<file path="src/rtl/uart_regif_pkg.sv">
package uart_regif_pkg;
  // register byte offsets
  localparam int unsigned OFS_DATA = 0;
  localparam int unsigned OFS_CTRL = 4;
  localparam int unsigned OFS_CLK  = 8;
  // data register flags
  localparam int unsigned DAT_RXV_BIT = 8;
  localparam int unsigned DAT_TXR_BIT = 9;
  // control register fields
  localparam int unsigned CTL_MODE_LSB = 2;
  localparam int unsigned CTL_TXOVR    = 7;
  localparam int unsigned CTL_RXOVR    = 8;
  localparam int unsigned CTL_OVERRUN  = 12;
  // clock register stored width
  localparam int unsigned CLK_KEEP_W = 28;

  typedef enum logic [1:0] {
    MODE_NONE = 2'd0,
    MODE_DTE  = 2'd1,
    MODE_DCE  = 2'd2,
    MODE_RSVD = 2'd3
  } if_mode_e;

  typedef struct packed {
    if_mode_e mode;
    logic     tx_ovr;
    logic     rx_ovr;
  } ctrl_t;

  typedef enum logic [2:0] {
    RX_IDLE, RX_START, RX_DATA, RX_STOP, RX_WAITHI
  } rx_state_e;
endpackage

</file>
<file path="src/rtl/uart_tx_shift.sv">
module uart_tx_shift #(
  parameter int DATA_W = 8,
  parameter int OSR    = 16
) (
  input  logic              clk,
  input  logic              rst,
  input  logic              tick,
  input  logic              load_valid,
  input  logic [DATA_W-1:0] load_data,
  output logic              load_ready,
  output logic              txd
);
  localparam int BITS = DATA_W + 2;
  localparam int CW   = $clog2(OSR);
  localparam int BW   = $clog2(BITS + 1);

  logic            busy_q;
  logic [DATA_W:0] sh_q;
  logic [CW-1:0]   tcnt_q;
  logic [BW-1:0]   bcnt_q;
  logic            txd_q;

  always_ff @(posedge clk) begin
    if (rst) begin
      busy_q <= 1'b0;
      sh_q   <= '1;
      tcnt_q <= '0;
      bcnt_q <= '0;
      txd_q  <= 1'b1;
    end else if (!busy_q) begin
      if (load_valid) begin
        busy_q <= 1'b1;
        sh_q   <= {1'b1, load_data};
        tcnt_q <= '0;
        bcnt_q <= '0;
        txd_q  <= 1'b0;
      end
    end else if (tick) begin
      if (tcnt_q == CW'(OSR - 1)) begin
        tcnt_q <= '0;
        if (bcnt_q == BW'(BITS - 1)) begin
          busy_q <= 1'b0;
          txd_q  <= 1'b1;
        end else begin
          txd_q  <= sh_q[0];
          sh_q   <= {1'b1, sh_q[DATA_W:1]};
          bcnt_q <= bcnt_q + 1'b1;
        end
      end else begin
        tcnt_q <= tcnt_q + 1'b1;
      end
    end
  end

  assign load_ready = ~busy_q;
  assign txd        = txd_q;
endmodule

</file>
<file path="src/rtl/uart_rx_shift.sv">
module uart_rx_shift import uart_regif_pkg::*; #(
  parameter int DATA_W = 8,
  parameter int OSR    = 16
) (
  input  logic              clk,
  input  logic              rst,
  input  logic              tick,
  input  logic              rxd,
  output logic              done,
  output logic [DATA_W-1:0] data
);
  localparam int CW = $clog2(OSR);
  localparam int BW = $clog2(DATA_W + 1);

  logic [1:0]        sync_q;
  logic              rx_s;
  rx_state_e         st_q;
  logic [CW-1:0]     tcnt_q;
  logic [BW-1:0]     bcnt_q;
  logic [DATA_W-1:0] sh_q;
  logic              done_q;
  logic [DATA_W-1:0] data_q;

  always_ff @(posedge clk) begin
    if (rst) sync_q <= 2'b11;
    else     sync_q <= {sync_q[0], rxd};
  end
  assign rx_s = sync_q[1];

  always_ff @(posedge clk) begin
    if (rst) begin
      st_q   <= RX_IDLE;
      tcnt_q <= '0;
      bcnt_q <= '0;
      sh_q   <= '0;
      done_q <= 1'b0;
      data_q <= '0;
    end else begin
      done_q <= 1'b0;
      case (st_q)
        RX_IDLE: if (tick && !rx_s) begin
          st_q   <= RX_START;
          tcnt_q <= '0;
        end
        RX_START: if (tick) begin
          if (tcnt_q == CW'(OSR/2 - 1)) begin
            tcnt_q <= '0;
            bcnt_q <= '0;
            st_q   <= rx_s ? RX_IDLE : RX_DATA;
          end else begin
            tcnt_q <= tcnt_q + 1'b1;
          end
        end
        RX_DATA: if (tick) begin
          if (tcnt_q == CW'(OSR - 1)) begin
            tcnt_q <= '0;
            sh_q   <= {rx_s, sh_q[DATA_W-1:1]};
            if (bcnt_q == BW'(DATA_W - 1)) st_q <= RX_STOP;
            else bcnt_q <= bcnt_q + 1'b1;
          end else begin
            tcnt_q <= tcnt_q + 1'b1;
          end
        end
        RX_STOP: if (tick) begin
          if (tcnt_q == CW'(OSR - 1)) begin
            tcnt_q <= '0;
            if (rx_s) begin
              done_q <= 1'b1;
              data_q <= sh_q;
              st_q   <= RX_IDLE;
            end else begin
              st_q   <= RX_WAITHI;
            end
          end else begin
            tcnt_q <= tcnt_q + 1'b1;
          end
        end
        RX_WAITHI: if (rx_s) st_q <= RX_IDLE;
        default: st_q <= RX_IDLE;
      endcase
    end
  end

  assign done = done_q;
  assign data = data_q;
endmodule

</file>
<file path="src/rtl/uart_regif.sv">
module uart_regif import uart_regif_pkg::*; #(
  parameter int ADDR_W = 5,
  parameter int BUS_W  = 32,
  parameter int DATA_W = 8,
  parameter int OSR    = 16
) (
  input  logic              clk,
  input  logic              rst,
  input  logic              bus_wen,
  input  logic              bus_ren,
  input  logic [ADDR_W-1:0] bus_addr,
  input  logic [BUS_W-1:0]  bus_wdata,
  output logic [BUS_W-1:0]  bus_rdata,
  input  logic              baud_tick,
  input  logic              rxd,
  output logic              txd
);
  logic sel_data, sel_ctrl, sel_clk;
  logic wr_data, wr_ctrl, wr_clk;
  logic tx_push, rx_ack;

  logic              hold_full_q;
  logic [DATA_W-1:0] hold_byte_q;
  logic              tx_ready;
  logic              sh_ready;

  logic              rx_done;
  logic [DATA_W-1:0] rx_byte;
  logic              rx_flag_q;
  logic [DATA_W-1:0] rx_byte_q;
  logic              overrun_q;

  ctrl_t                 ctrl_q;
  logic [CLK_KEEP_W-1:0] clk_q;
  logic [BUS_W-1:0]      rd_mux;
  logic [BUS_W-1:0]      rdata_q;

  assign sel_data = (bus_addr == ADDR_W'(OFS_DATA));
  assign sel_ctrl = (bus_addr == ADDR_W'(OFS_CTRL));
  assign sel_clk  = (bus_addr == ADDR_W'(OFS_CLK));
  assign wr_data  = bus_wen & sel_data;
  assign wr_ctrl  = bus_wen & sel_ctrl;
  assign wr_clk   = bus_wen & sel_clk;
  assign tx_ready = ~hold_full_q;
  assign tx_push  = wr_data & bus_wdata[DAT_TXR_BIT] & tx_ready;
  assign rx_ack   = wr_data & bus_wdata[DAT_RXV_BIT];

  // transmit holding slot in front of the shifter
  always_ff @(posedge clk) begin
    if (rst) begin
      hold_full_q <= 1'b0;
      hold_byte_q <= '0;
    end else if (tx_push) begin
      hold_full_q <= 1'b1;
      hold_byte_q <= bus_wdata[DATA_W-1:0];
    end else if (hold_full_q && sh_ready) begin
      hold_full_q <= 1'b0;
    end
  end

  uart_tx_shift #(.DATA_W(DATA_W), .OSR(OSR)) u_tx (
    .clk        (clk),
    .rst        (rst),
    .tick       (baud_tick),
    .load_valid (hold_full_q),
    .load_data  (hold_byte_q),
    .load_ready (sh_ready),
    .txd        (txd)
  );

  uart_rx_shift #(.DATA_W(DATA_W), .OSR(OSR)) u_rx (
    .clk  (clk),
    .rst  (rst),
    .tick (baud_tick),
    .rxd  (rxd),
    .done (rx_done),
    .data (rx_byte)
  );

  // receive landing slot and overrun tracking
  always_ff @(posedge clk) begin
    if (rst) begin
      rx_flag_q <= 1'b0;
      rx_byte_q <= '0;
      overrun_q <= 1'b0;
    end else begin
      if (rx_done) begin
        rx_flag_q <= 1'b1;
        rx_byte_q <= rx_byte;
      end else if (rx_ack) begin
        rx_flag_q <= 1'b0;
      end
      if (rx_done && rx_flag_q && !rx_ack)
        overrun_q <= 1'b1;
      else if (wr_ctrl && bus_wdata[CTL_OVERRUN])
        overrun_q <= 1'b0;
    end
  end

  // configuration registers
  always_ff @(posedge clk) begin
    if (rst) begin
      ctrl_q <= '{mode: MODE_NONE, tx_ovr: 1'b0, rx_ovr: 1'b0};
      clk_q  <= '0;
    end else begin
      if (wr_ctrl) begin
        ctrl_q.mode   <= if_mode_e'(bus_wdata[CTL_MODE_LSB +: 2]);
        ctrl_q.tx_ovr <= bus_wdata[CTL_TXOVR];
        ctrl_q.rx_ovr <= bus_wdata[CTL_RXOVR];
      end
      if (wr_clk) clk_q <= bus_wdata[CLK_KEEP_W-1:0];
    end
  end

  always_comb begin
    rd_mux = '0;
    if (sel_data) begin
      rd_mux[DATA_W-1:0]  = rx_byte_q;
      rd_mux[DAT_RXV_BIT] = rx_flag_q;
      rd_mux[DAT_TXR_BIT] = tx_ready;
    end else if (sel_ctrl) begin
      rd_mux[CTL_MODE_LSB +: 2] = ctrl_q.mode;
      rd_mux[CTL_TXOVR]         = ctrl_q.tx_ovr;
      rd_mux[CTL_RXOVR]         = ctrl_q.rx_ovr;
      rd_mux[CTL_OVERRUN]       = overrun_q;
    end else if (sel_clk) begin
      rd_mux[CLK_KEEP_W-1:0] = clk_q;
    end
  end

  always_ff @(posedge clk) begin
    if (rst)          rdata_q <= '0;
    else if (bus_ren) rdata_q <= rd_mux;
  end
  assign bus_rdata = rdata_q;
endmodule

</file>
<file path="config.mk">
export PLATFORM = sky130hd
export DESIGN_NAME = uart_regif
export DESIGN_NICKNAME = d
export VERILOG_FILES = /design/src/rtl/uart_regif_pkg.sv /design/src/rtl/uart_tx_shift.sv /design/src/rtl/uart_rx_shift.sv /design/src/rtl/uart_regif.sv
export SDC_FILE = /design/constraint.sdc
export NUM_CORES = 1
export LEC_CHECK = 0
export BUFFER_PORTS_ARGS = -buffer_cell sky130_fd_sc_hd__buf_2
export CORE_MARGIN = 2
export CORE_UTILIZATION = 50
export DETAILED_ROUTE_END_ITERATION = 10
export GPL_TIMING_DRIVEN = 0
export PLACE_DENSITY = 0.69
export SETUP_SLACK_MARGIN = 0.3
export SLEW_MARGIN = 0
export SYNTH_ARGS = -nofsm -noshare
export SYNTH_HDL_FRONTEND = slang
export SYNTH_HIERARCHICAL = 1
export SYNTH_SLANG_ARGS = --single-unit
</file>
<file path="constraint.sdc">
create_clock -name clk -period 2.2 [get_ports clk]
set_input_delay 0.33 -clock clk [delete_from_list [all_inputs] [get_ports clk]]
set_output_delay 0.33 -clock clk [all_outputs]
set_load 0.03 [all_outputs]
</file>
==> key figures <==
Run status
  – Outcome: finished clean

Worst setup path
  – CP Cell Sequence: ha_4 > nand4_4 > or3_4 > or4b_1 > a21oi_1
  – CP max stage delay: 0.50 ns
  – Crit end category: flop
  – Flop-to-flop setup slack: 0.40 ns
  – Worst path required time: between 2 and 3 ns
  – Arr. time, crit path: around 2.3 ns
  – Worst-path fanout max: 6
  – Crit path max-delay cell type: or4b_1
  – WS Path Type: reg2reg
  – CP Launch Type: flop

Place
  – Final RePlAce weighted congestion: 0.863
  – HPWL after DPL: 9.51 mm
  – Inst Count DP: between 700 and 800
  – Port-buffer cells: between 60 and 70

GRT
  – Initial antenna violation count: 0
  – Tot GR Track Use: between 20% and 30%
  – First-pass GRT wire length: 22.0 mm
  – Largest net degree at the start of global routing: 17
  – Vias in the first global route: about 4,500
  – Grt total ovfl: 0

Final layout
  – FF/Latch Area: 2540 µm²
  – Final Util: 63.1%
  – Inserted Diodes: 0
  – Multi-input gate area: 2610 µm²
  – Filler cells: 907
  – Share of cells above drive strength 1: 23.3%
  – Area grow syn2layout: 21.8%
  – Net count, final: 721
  – Non-Filler Instances: 822

Route
  – DR vias: 4,675
  – Antenna viol nets, final: 0
  – Number of DRC markers in iteration 0: 310
  – Avg WL per Cell: 16.5 µm
  – Initial DRT Pass Iterations: 5
  – Total Wirelength: 13.6 mm
  – Drc violations: 0
  – Via/cell ratio: 5.69

Floorplan
  – Core area: approximately 10,000 µm²
  – Die Width: 108 µm
  – Die area: 11,600 µm²
  – # rows: 37
  – Ports: 76
  – Die height: 108 µm
  – Starting Density: 51.8%

Synth
  – Area contributors post-synth: dfxtp_1 (47%), mux2i_1 (6.9%), a21oi_1 (5.0%)
  – Post-synthesis sequential area ratio: 47.1%
  – Top post-synthesis cells by count: dfxtp_1 (127), a21oi_1 (54), nor2_1 (50)
  – Number of enable flip-flop cells after synthesis: 0
  – Dominant cell by count in the synthesized netlist: dfxtp_1
  – Async S/R FF share, synth: 0%
  – Syn Area/Cell: 9.27 µm²
  – Yosys warns: 6
  – Area share of the largest cell type after synthesis: 47.1%
  – Ys flop type: dfxtp_1
  – Yosys cell types: 58
  – Mapped Cells: 582
  – Area leader, netlist: dfxtp_1
  – Mapped Area: 5390 µm²
  – Number of synthesized register bits: 127

Clock network
  – Worst skew pair latency: 0.52 ns
  – CTS Buf Count: 17
  – H-tree depth: 4
  – Clk buf depth: 2
  – TritonCTS clock tree: built
  – Clk slew on worst S/H paths: about 0.06 ns
  – CTS root buffer: clkbuf_8
  – CTS sink count: 127

Timing
  – Slew headroom: between 50% and 60%
  – Sum of negative setup slack: 0 ns
  – Final hold vios: 0
  – Final Cycle Share: between 80% and 90%
  – WHS: 0.0641 ns
  – Tightest Pin Transition: 0.689 ns
  – Final min period: between 1.5 and 2 ns
  – Clock skew: 0.00637 ns
  – RSZ-0062 raised after global routing: no
  – Final Slew Violations: 0
  – Max Fclk: 555 MHz
  – Final Setup Violations: 0

Hold path
  – HP Class: in2reg

Job
  – Max cap viols: 0

Power
  – PD cells: 819 nW/µm²
  – Leak: 2.48 nW
  – Worst IR Drop VDD: 0.595 mV
==> kinds of logic (layout without fill, tap and decap cells) <==
family	count (synthesis)	in the layout	share of synthesized area, %
XOR/XNOR	1	1	0.162
adder cells (fa/ha/maj)	5	5	1.16
multiplexers	38	38	7.08
AO/OA/AOI/OAI	160	160	20.6
buffers and inverters	58	159	5.06
flip-flops	127	127	47.1
other	1	4	0.0695
AND/OR/NAND/NOR	192	192	18.7
==> report_power, final <==
part	switching, mW	internal [mW]
Clock	1.00	1.81
Sequential	0.00770	2.31
Combinational	0.168	0.0792
==> critical path, delay by kind of cell (launching register included) <==
kind	cells	cell delay, ns
fa+ha+maj	1	0.19
compound gates	1	0.15
flops	1	0.38
simple gates	3	1.01
==> placed cells by master (no fill, tap or decap), drive strengths merged, types with 18 or more instances in the layout <==
| master | n |
|---|---|
| nand3 | 32 |
| nand2 | 41 |
| a21bo | 24 |
| dfxtp | 127 |
| nor2 | 50 |
| nand2b | 18 |
| a21oi | 54 |
| buf | 92 |
| o21ai | 22 |
| clkbuf | 46 |
| nor3 | 18 |
| mux2i | 37 |
==> flip-flops by register name, indices dropped and copies added (netlist names), 8 cells and up <==
signal,count
u_rx/data,8
rx_byte_q,8
bus_rdata,28
u_rx/sh_q,8
clk_q,28
hold_byte_q,8
u_tx/sh_q,8
==> repair_timing <==
action	CTS	global route
gates resized for setup	5	1
buffers inserted	0	2
hold buffers	1	0
endpoints found under the hold margin	1	0
setup endpoints to repair	13	2
==> per-stage QoR <==
stage                     area (µm²)  power, mW  setup slack, ns
after floorplan                 5400       2.51            0.363
after global placement          5900       2.60            0.217
after detailed placement        5900       2.61            0.156
after CTS                       6530       5.40            0.340
after global routing            6570       5.53            0.302
final                           6570       5.38            0.399
==> cell type report <==
| class | instances | area share (%) |
|---|---|---|
| sequential | 127 | 38.8 |
| buffer | 48 | 3.58 |
| multi-input combinational | 400 | 39.8 |
| tap | 136 | 2.59 |
| timing repair buffer | 69 | 5.60 |
| clock inverter | 10 | 2.06 |
| inverter | 10 | 0.572 |
| clock buffer | 22 | 7.05 |
==> per-layer routing <==
layer	GRT usage (%)	up-vias	share of wire (%)
met3	6.11	23	5.6
li1	-	2285	-
met4	9.80	0	2.2
met1	30.5	2243	44
met2	39.6	124	48
met5	0	-	0
==> worst paths after layout <==
path / from / endpoint / depth (start not counted)
min: bus_wdata[14] / clk_q[14] / 3
max: u_rx/tcnt_q[0] / u_rx/bcnt_q[3] / 5
min reg2reg: u_rx/sync_q[0] / u_rx/sync_q[1] / 1
max reg2reg: u_rx/tcnt_q[0] / u_rx/bcnt_q[3] / 5
No activity file was read; power rests on OpenSTA's default activity.
